$ cat src/rtl/dds_ctl_pkg.sv
package dds_ctl_pkg;
  localparam int WORD_W = 16;

  localparam logic [3:0] OP_PH_LOAD = 4'h0;
  localparam logic [3:0] OP_PH_HOLD = 4'h1;
  localparam logic [3:0] OP_FR_LOAD = 4'h2;
  localparam logic [3:0] OP_FR_HOLD = 4'h3;
  localparam logic [3:0] OP_SELECT  = 4'h6;

  typedef struct packed {
    logic [3:0] op;
    logic [3:0] addr;
    logic [7:0] data;
  } ctl_word_t;

  typedef struct packed {
    logic       fsel;
    logic [1:0] psel;
    logic       sync;
    logic       src_serial;
    logic       sleep;
    logic       core_rst;
    logic       clr;
  } ctl_bits_t;
endpackage

$ cat src/rtl/dds_ser_rx.sv
module dds_ser_rx #(
  parameter int WORD_W      = 16,
  parameter int SYNC_STAGES = 2
) (
  input  logic              clk,
  input  logic              rst_n,
  input  logic              sclk_i,
  input  logic              fsync_n_i,
  input  logic              sdata_i,
  output logic              word_vld_o,
  output logic [WORD_W-1:0] word_o
);
  localparam int CNT_W = $clog2(WORD_W + 2);
  localparam logic [CNT_W-1:0] CNT_FULL = CNT_W'(WORD_W);
  localparam logic [CNT_W-1:0] CNT_OVER = CNT_W'(WORD_W + 1);

  logic [SYNC_STAGES:0]   sclk_q, cs_q;
  logic [SYNC_STAGES-1:0] sd_q;
  logic [WORD_W-1:0]      shift_q, shift_d, word_q, word_d;
  logic [CNT_W-1:0]       cnt_q, cnt_d;
  logic                   vld_q, vld_d;
  logic                   sclk_fall, cs_low, cs_rise, shift_en;

  // edge detection on the synchronised copies
  assign sclk_fall = sclk_q[SYNC_STAGES] & ~sclk_q[SYNC_STAGES-1];
  assign cs_low    = ~cs_q[SYNC_STAGES-1];
  assign cs_rise   = cs_q[SYNC_STAGES-1] & ~cs_q[SYNC_STAGES];
  assign shift_en  = cs_low & sclk_fall;

  always_comb begin
    shift_d = {shift_q[WORD_W-2:0], sd_q[SYNC_STAGES-1]};
    cnt_d   = cnt_q;
    word_d  = word_q;
    vld_d   = 1'b0;
    if (cs_rise && cnt_q == CNT_FULL) begin
      vld_d  = 1'b1;
      word_d = shift_q;
    end
    if (!cs_low) begin
      cnt_d = '0;
    end else if (sclk_fall && cnt_q != CNT_OVER) begin
      cnt_d = cnt_q + 1'b1;
    end
  end

  always_ff @(posedge clk or negedge rst_n) begin
    if (!rst_n) begin
      sclk_q  <= '1;
      cs_q    <= '1;
      sd_q    <= '0;
      shift_q <= '0;
      cnt_q   <= '0;
      word_q  <= '0;
      vld_q   <= 1'b0;
    end else begin
      sclk_q <= {sclk_q[SYNC_STAGES-1:0], sclk_i};
      cs_q   <= {cs_q[SYNC_STAGES-1:0], fsync_n_i};
      sd_q   <= {sd_q[SYNC_STAGES-2:0], sdata_i};
      cnt_q  <= cnt_d;
      vld_q  <= vld_d;
      if (shift_en) shift_q <= shift_d;
      if (vld_d)    word_q  <= word_d;
    end
  end

  assign word_vld_o = vld_q;
  assign word_o     = word_q;
endmodule

$ cat src/rtl/dds_cmd_dec.sv
module dds_cmd_dec
  import dds_ctl_pkg::*;
#(
  parameter int FREQ_W  = 32,
  parameter int PHASE_W = 12,
  parameter int N_FREQ  = 2,
  parameter int N_PHASE = 4
) (
  input  logic                        clk,
  input  logic                        rst_n,
  input  logic                        word_vld_i,
  input  logic [WORD_W-1:0]           word_i,
  output logic [N_FREQ*FREQ_W-1:0]    freq_o,
  output logic [N_PHASE*PHASE_W-1:0]  phase_o,
  output ctl_bits_t                   ctl_o
);
  localparam int FHALF = FREQ_W / 2;
  localparam int PH_HI = PHASE_W - 8;
  localparam int FI_W  = (N_FREQ  > 1) ? $clog2(N_FREQ)  : 1;
  localparam int PI_W  = (N_PHASE > 1) ? $clog2(N_PHASE) : 1;

  logic [FREQ_W-1:0]  freq_q  [N_FREQ];
  logic [FREQ_W-1:0]  freq_d  [N_FREQ];
  logic [PHASE_W-1:0] phase_q [N_PHASE];
  logic [PHASE_W-1:0] phase_d [N_PHASE];
  logic [7:0]         hold_q, hold_d;
  ctl_bits_t          ctl_q, ctl_d;
  ctl_word_t          w;
  logic [FI_W-1:0]    fidx;
  logic [PI_W-1:0]    pidx;

  assign w    = ctl_word_t'(word_i);
  assign fidx = FI_W'(w.addr[2]);
  assign pidx = PI_W'(w.addr[2:1]);

  always_comb begin
    freq_d  = freq_q;
    phase_d = phase_q;
    hold_d  = hold_q;
    ctl_d   = ctl_q;
    casez (w.op)
      OP_FR_HOLD, OP_PH_HOLD: hold_d = w.data;
      OP_FR_LOAD: begin
        if (!w.addr[3] && !w.addr[0]) begin
          if (w.addr[1]) freq_d[fidx][FREQ_W-1:FHALF] = {hold_q, w.data};
          else           freq_d[fidx][FHALF-1:0]      = {hold_q, w.data};
        end
      end
      OP_PH_LOAD: begin
        if (w.addr[3] && !w.addr[0])
          phase_d[pidx] = {hold_q[PH_HI-1:0], w.data};
      end
      OP_SELECT: begin
        ctl_d.fsel = w.addr[3];
        ctl_d.psel = w.addr[2:1];
      end
      4'b10??: begin
        ctl_d.sync       = w.op[1];
        ctl_d.src_serial = w.op[0];
      end
      4'b11??: begin
        ctl_d.sleep    = w.op[1];
        ctl_d.core_rst = w.op[0];
        ctl_d.clr      = w.addr[3];
      end
      default: ;
    endcase
  end

  always_ff @(posedge clk or negedge rst_n) begin
    if (!rst_n) begin
      for (int i = 0; i < N_FREQ; i++)  freq_q[i]  <= '0;
      for (int i = 0; i < N_PHASE; i++) phase_q[i] <= '0;
      hold_q <= '0;
      ctl_q  <= '{fsel: 1'b0, psel: 2'b00, sync: 1'b0, src_serial: 1'b0,
                  sleep: 1'b1, core_rst: 1'b1, clr: 1'b1};
    end else if (word_vld_i) begin
      freq_q  <= freq_d;
      phase_q <= phase_d;
      hold_q  <= hold_d;
      ctl_q   <= ctl_d;
    end
  end

  for (genvar g = 0; g < N_FREQ; g++) begin : g_freq
    assign freq_o[g*FREQ_W +: FREQ_W] = freq_q[g];
  end
  for (genvar g = 0; g < N_PHASE; g++) begin : g_phase
    assign phase_o[g*PHASE_W +: PHASE_W] = phase_q[g];
  end
  assign ctl_o = ctl_q;
endmodule

$ cat src/rtl/dds_sel_src.sv
module dds_sel_src (
  input  logic       src_serial_i,
  input  logic       reg_fsel_i,
  input  logic [1:0] reg_psel_i,
  input  logic       pin_fsel_i,
  input  logic [1:0] pin_psel_i,
  output logic       fsel_o,
  output logic [1:0] psel_o
);
  always_comb begin
    if (src_serial_i) begin
      fsel_o = reg_fsel_i;
      psel_o = reg_psel_i;
    end else begin
      fsel_o = pin_fsel_i;
      psel_o = pin_psel_i;
    end
  end
endmodule

$ cat src/rtl/dds_ctrl_regfile.sv
module dds_ctrl_regfile
  import dds_ctl_pkg::*;
#(
  parameter int FREQ_W      = 32,
  parameter int PHASE_W     = 12,
  parameter int N_FREQ      = 2,
  parameter int N_PHASE     = 4,
  parameter int SYNC_STAGES = 2
) (
  input  logic                       clk,
  input  logic                       rst_n,
  input  logic                       sclk_i,
  input  logic                       fsync_n_i,
  input  logic                       sdata_i,
  input  logic                       pin_fsel_i,
  input  logic [1:0]                 pin_psel_i,
  output logic [N_FREQ*FREQ_W-1:0]   freq_o,
  output logic [N_PHASE*PHASE_W-1:0] phase_o,
  output logic                       fsel_o,
  output logic [1:0]                 psel_o,
  output logic                       sync_o,
  output logic                       selsrc_o,
  output logic                       sleep_o,
  output logic                       core_rst_o,
  output logic                       clr_o
);
  logic              word_vld;
  logic [WORD_W-1:0] word;
  ctl_bits_t         ctl;
  logic              reg_fsel;
  logic [1:0]        reg_psel;

  dds_ser_rx #(.WORD_W(WORD_W), .SYNC_STAGES(SYNC_STAGES)) i_rx (
    .clk(clk), .rst_n(rst_n), .sclk_i(sclk_i), .fsync_n_i(fsync_n_i),
    .sdata_i(sdata_i), .word_vld_o(word_vld), .word_o(word)
  );

  dds_cmd_dec #(.FREQ_W(FREQ_W), .PHASE_W(PHASE_W), .N_FREQ(N_FREQ),
                .N_PHASE(N_PHASE)) i_dec (
    .clk(clk), .rst_n(rst_n), .word_vld_i(word_vld), .word_i(word),
    .freq_o(freq_o), .phase_o(phase_o), .ctl_o(ctl)
  );

  assign reg_fsel = ctl.fsel;
  assign reg_psel = ctl.psel;

  dds_sel_src i_sel (
    .src_serial_i(ctl.src_serial), .reg_fsel_i(reg_fsel), .reg_psel_i(reg_psel),
    .pin_fsel_i(pin_fsel_i), .pin_psel_i(pin_psel_i),
    .fsel_o(fsel_o), .psel_o(psel_o)
  );

  assign sync_o     = ctl.sync;
  assign selsrc_o   = ctl.src_serial;
  assign sleep_o    = ctl.sleep;
  assign core_rst_o = ctl.core_rst;
  assign clr_o      = ctl.clr;
endmodule

$ cat config.mk
export PLATFORM = sky130hd
export DESIGN_NAME = dds_ctrl_regfile
export DESIGN_NICKNAME = d
export VERILOG_FILES = /design/src/rtl/dds_ctl_pkg.sv /design/src/rtl/dds_ser_rx.sv /design/src/rtl/dds_cmd_dec.sv /design/src/rtl/dds_sel_src.sv /design/src/rtl/dds_ctrl_regfile.sv
export SDC_FILE = /design/constraint.sdc
export NUM_CORES = 1
export LEC_CHECK = 0
export BUFFER_PORTS_ARGS = -buffer_cell sky130_fd_sc_hd__buf_2
export CAP_MARGIN = 10
export CORE_UTILIZATION = 39
export DETAILED_ROUTE_END_ITERATION = 16
export PLACE_DENSITY_LB_ADDON = 0.12
export SLEW_MARGIN = 15
export SYNTH_ARGS = -nofsm -noshare
export SYNTH_HDL_FRONTEND = slang
export SYNTH_SLANG_ARGS = --single-unit
$ cat constraint.sdc
create_clock -name clk -period 1.9 [get_ports clk]
set_input_delay 0.285 -clock clk [delete_from_list [all_inputs] [get_ports clk]]
set_output_delay 0.285 -clock clk [all_outputs]
set_load 0.02 [all_outputs]
Yosys cells after proc, flatten, opt, wreduce, memory -nomap -nowiden
Index checks and enable logic that the tools add are counted.

Register bits: 174. Input port bits: 8. Output and inout port bits: 120. Word-level logic and storage cells: 75.

Add/subtract/negate cells: 1. $lt $le $gt $ge: 4. Equal/unequal tests: 8. Muxes and demuxes: 15. Bitwise logic cells: 8. Reduce and logical (&&, ||, !) cells: 18.

Operators with widths (count): $bwmux W64 (2); $demux W32 S1 (2); $mux W64 (1); $bwmux W48 (1); $mux W32 (1); $demux W12 S2 (1); $mux W16 (1); $mux W12 (1); $mux W5 (2); $reduce_and A2 Y1 (5); $eq A4 B2 Y1 const B (2); $logic_and A1 B1 Y1 (6); $reduce_and A3 Y1 (2); $add A5 B1 Y5 const B (1); $eq A5 B5 Y1 const B (1); $ne A5 B5 Y1 const B (1); $eq A2 B2 Y1 const B (2); $eq A4 B1 Y1 const B (1); $eq A4 B3 Y1 const B (1); $logic_not A4 Y1 (1); $and A1 B1 Y1 (3); $ge A3 B3 Y1 const B (1); $lt A3 B1 Y1 const B (1); $not A1 Y1 (3); 9 further kinds (11).

Depth between registers and ports, before layout
Word-level depth: 7. Depth in mapped cells: 6. Gate-level depth less buffers: 5.

Modules after synthesis
Synthesis repeated with hierarchy kept, for this count alone.

Cells, all modules: 399. Area total of the unflattened synthesis: 6705.2 µm².

Modules (own cells, without submodules): dds_cmd_dec (instances 1, cells each 285, area each 4872.2 µm², sequential area each 3206.8 µm²); dds_ser_rx (instances 1, cells each 111, area each 1799.2 µm², sequential area each 1158.6 µm²); dds_sel_src (instances 1, cells each 3, area each 33.8 µm², sequential area each 0.0 µm²).

Least setup slack after synthesis
No wires, ideal clock.

Path kind: reg2reg. Start: reg i_rx.cs_q[1]. End: reg i_rx.word_q[10] (netlist: i_rx.word_o[10]). Setup time: 125 ps. Arrival time: 1910 ps. Data required time: 1775 ps. Setup slack: -134 ps. Cell stages (with the launch flop): 6. Buffers on the path: 2. Period minus slack after synthesis: 2034 ps. Cells stage by stage: dfstp_2 > buf_4 > nand3b_1 > nor4b_2 > buf_6 > mux2_2.

Cells in the longest elaborated chain, start to end: 4.

RTL lines: start, declared (RTL line dds_ser_rx.sv:17) `logic [SYNC_STAGES:0] sclk_q, cs_q;`; start signal, assigned (RTL line dds_ser_rx.sv:57) `cs_q <= {cs_q[SYNC_STAGES-1:0], fsync_n_i};`; $and A1 B1 Y1 (RTL line dds_ser_rx.sv:27) `assign cs_rise = cs_q[SYNC_STAGES-1] & ~cs_q[SYNC_STAGES];`; $logic_and A1 B1 Y1 (RTL line dds_ser_rx.sv:35) `if (cs_rise && cnt_q == CNT_FULL) begin`; $mux W1 (RTL line dds_ser_rx.sv:35); net i_rx.vld_d (RTL line dds_ser_rx.sv:21) `logic vld_q, vld_d;`; $reduce_and A2 Y1 (no source line); end signal, assigned (RTL line dds_ser_rx.sv:62) `if (vld_d) word_q <= word_d;`; end, declared (RTL line dds_ser_rx.sv:19) `logic [WORD_W-1:0] shift_q, shift_d, word_q, word_d;`.

The timed path passes the listed nets, and every way through them passes these cells. A chain may end at the register's enable or synchronous reset.

Worst setup path after layout
Start: reg i_rx.word_q[14] (netlist: i_rx.word_o[14]). End: reg i_dec.freq_q (netlist bit i_dec.freq_o[3]).

Cells in the longest elaborated chain, start to end: 2.

RTL lines: $eq A4 B2 Y1 (RTL line dds_cmd_dec.sv:41) `casez (w.op)`; $reduce_and A3 Y1 (no source line); end signal, assigned (RTL line dds_cmd_dec.sv:78) `freq_q <= freq_d;`; end, declared (RTL line dds_cmd_dec.sv:22) `logic [FREQ_W-1:0] freq_q [N_FREQ];`.

Every way passes these cells.

==> summary.txt <==
STA
  – Worst Tran Pin Value: ~0.5 ns
  – Slew margin rel.: 65.8%
  – Fin crit share: 99.1%
  – Unrepaired setup endpoints after global routing: yes
  – Hold_ws: 0.346 ns
  – Fmax: 531 MHz
  – Hold violation count in the final report: 0
  – Tmin final: about 1.9 ns
  – Slack of the critical path: 0.0176 ns
  – Slew Viols, Final: 0
  – Final Setup Violations: 0
  – Worst Skew: 0.00702 ns

Floorplan
  – Die area: 0.0178 mm2
  – Core box area: 0.0167 mm2
  – # rows: 47
  – Initial core utilization: 40.3%
  – Die Y: 133 um
  – I/O pin cnt: 128
  – Die Wd: 133 um

Yosys
  – Sequential element share of the synthesized area: between 60% and 70%
  – Post-synthesis net count: 421
  – Yosys top cell by area: dfrtp_1
  – Top post-synthesis cells by area: dfrtp_1 (61%), mux2_2 (27%), dfstp_2 (3.5%)
  – Synth Area in Simple Gates: 4.51%
  – Ys Warns: 0
  – Post-Synth XOR/XNOR Area: 0%
  – Compound-Gate Fraction of Synth Area: 0.446%
  – Post-Synth Adder-Cell Area: 0.557%
  – Post-synthesis mux area share: 27.6%
  – Largest family of logic cells by synthesized area: multiplexers
  – Synthesized area per cell: about 16 um2
  – Top-area cell type share of the netlist area: 61.3%
  – Synthesis-stage register bit count: about 170
  – Mapped Cells: 410
  – Synth Cell Area: 0.00674 mm2
  – Count of cell types in the netlist: 30

Layout
  – Design area: 0.00852 mm2
  – Most frequent cells in the layout: dfrtp_1 (165), mux2_2 (164), buf_2 (126)
  – Nets: 578
  – # diodes: 0
  – Syn-to-layout area delta: 26.5%
  – Ratio of cells with drive above 1 in the final layout: 64.3%
  – Commonest non-fill, non-tap cell in the layout: dfrtp_1
  – Finished Layout Cells: 800

Detailed routing
  – DRC Markers: 0
  – Via count: 3938
  – DR iter-0 viols: slightly below 80
  – Avg Vias per Cell: 4.92
  – DRT Wirelength: about 15 mm
  – Final ANT Viol Nets: 0
  – DR WL/cell: 18.3 um
  – Pre-antenna DRT Iters: 4

Setup path
  – Cell at the slowest stage of the critical path: or4b_4
  – Setup CP Type: reg2reg
  – Delay-heaviest family, CP: simple AND/OR/NAND/NOR gates
  – Startpoint Class: flip-flop
  – CP peak stage delay: 0.54 ns
  – Number of buffers and inverters on the critical path: 1
  – CP max FO: 16
  – CP arrival: approximately 2.2 ns
  – Worst setup EP type: flip-flop
  – Worst path cell trace: or4b_4 > nor3_4 > buf_12 > mux2_2
  – Req. time, crit path: between 2 and 2.5 ns

Power and ir drop
  – Internal: 0.00627 W
  – Maximum vdd ir drop: 0.658 mV
  – PD cells: 919 mW/mm2
  – Combinational power share: roughly 2.7%
  – Clock Power Share: about 48%
  – Switching portion of total power: 19.9%
  – Design Power: 0.00783 W
  – Seq pwr share: 49.3%
  – Switching power: ~0.0016 W
  – Static Leak: 4.56 nW

Placed design
  – Final HPWL DP: 10.2 mm
  – Gpl congestion: 0.758
  – PortBufs: around 130
  – Pre-CTS setup slack: 0.0408 ns
  – Placed cells: 764
  – Cell Area, Placed: 0.00782 mm2

Clock tree
  – Worst-path clk slew: 0.06 ns
  – Root Buffer: clkbuf_16
  – Clk Latency, worst-skew pair: approximately 0.42 ns
  – CTS Buf Count: 17
  – H-tree Lvls: 4
  – Post-CTS Setup Bufs: 0
  – CTS tree: built
  – Worst-case clock buffer depth: 2
  – Sink Count: between 150 and 200

GRT
  – Largest net degree at the start of global routing: 49
  – Vias in the first global route: 4199
  – Global-route wire length before repair: 23.6 mm
  – Initial antenna violation count: 0
  – Gr usage total: 17.6%
  – Grt total ovfl: 0

Flow run
  – Maxcap violations: 0

Run status
  – Status: completed

Worst hold path
  – Worst min path class: in2async
layout make-up:
type | count | area (um2)
fillers | 1494 | 8180
flip-flops and latches | 174 | 4370
multi-input cells | 211 | 2250
repair buffers | 160 | 966
clock buffers | 22 | 494
well taps | 220 | 275
clock inverters | 10 | 158
inverters | 3 | 11.3
cells in the mapped netlist:
library cell and instances:
dfrtp_1 165, nor2_1 5, buf_4 4, mux2_2 164, ha_1 3, nor3_4 2, nand3_1 3, dfstp_2 9
nand4bb_1 1, nor3_2 2, or3_1 2, nand2_1 2, clkbuf_1 1, buf_2 4, buf_1 9, nand3_2 2
inv_1 3, and4_1 1, mux2i_1 1, nand3b_1 3, o21ai_0 3, or4b_1 1, a21oi_1 3, buf_6 4
or4b_4 2, nand2b_1 3, nor4bb_1 3, nor4b_1 3, or4_1 1, nor4b_2 1
through the flow:
stage / TNS [ns] / util, %
6_report: 0 / 51.0
5_1_grt: -0.535 / 51.0
4_1_cts: 0 / 51.0
3_5_place_dp: 0 / 46.8
3_3_place_gp: 0 / 46.8
2_1_floorplan: 0 / -
timing repair:
| action | in CTS | in global routing |
|---|---|---|
| hold endpoints to repair | 33 | 0 |
| hold buffers | 4 | 0 |
| endpoints found under the setup margin | 0 | 62 |
| gates resized for setup | 0 | 3 |
path summary, 6_finish.rpt:
check / depth (start not counted) / from / slack, ns / endpoint
max reg2reg: 4 / i_rx.word_o[14]$_DFFE_PN0P_ / 0.02 / i_dec.freq_o[3]$_DFFE_PN0P_
min: 2 / rst_n / 0.35 / i_dec.ctl_o[7]$_DFFE_PN0P_
min in group clk: 0 / i_rx.sd_q[0]$_DFF_PN0_ / 0.35 / i_rx.sd_q[1]$_DFF_PN0_
max in group asynchronous: 3 / rst_n / 0.84 / i_rx.word_o[4]$_DFFE_PN0P_
max: 4 / i_rx.word_o[14]$_DFFE_PN0P_ / 0.02 / i_dec.freq_o[3]$_DFFE_PN0P_
min reg2reg: 0 / i_rx.sd_q[0]$_DFF_PN0_ / 0.35 / i_rx.sd_q[1]$_DFF_PN0_
logic make-up (layout without fill, tap and decap cells):
kind of cell / after synthesis / after routing
AOI/OAI and AO/OA: 6 / 6
DFF: 174 / 174
buffers and inverters: 25 / 195
muxes: 165 / 165
and+or+nand+nor: 37 / 37
adders and majority gates: 3 / 3
power by group through the flow:
| stage | sequential, W | combinational (W) | clock [W] |
|---|---|---|---|
| CTS | 0.00386 | 0.000223 | 0.00385 |
| floorplan | 0.00391 | 0.000103 | 0 |
| global route | 0.00387 | 0.000243 | 0.00400 |
| detailed placement | 0.00393 | 0.000215 | 0 |
| global placement | 0.00392 | 0.000210 | 0 |
| finish | 0.00386 | 0.000215 | 0.00376 |
flip-flops by register name, indices dropped and copies added, names as in the netlist, 5 cells and up:
signal and flops:
i_dec.ctl_o 8, i_dec.hold_q 8, i_rx.shift_q 16, i_dec.phase_o 48, i_dec.freq_o 64, i_rx.word_o 16
i_rx.cnt_q 5
metal layers:
metal	part of all wire [%]	global-route usage, %
met5	0	0
met4	1.2	6.50
met2	47	27.6
met3	4.8	4.68
met1	47	23.5
(Power assumes the default switching activity.)
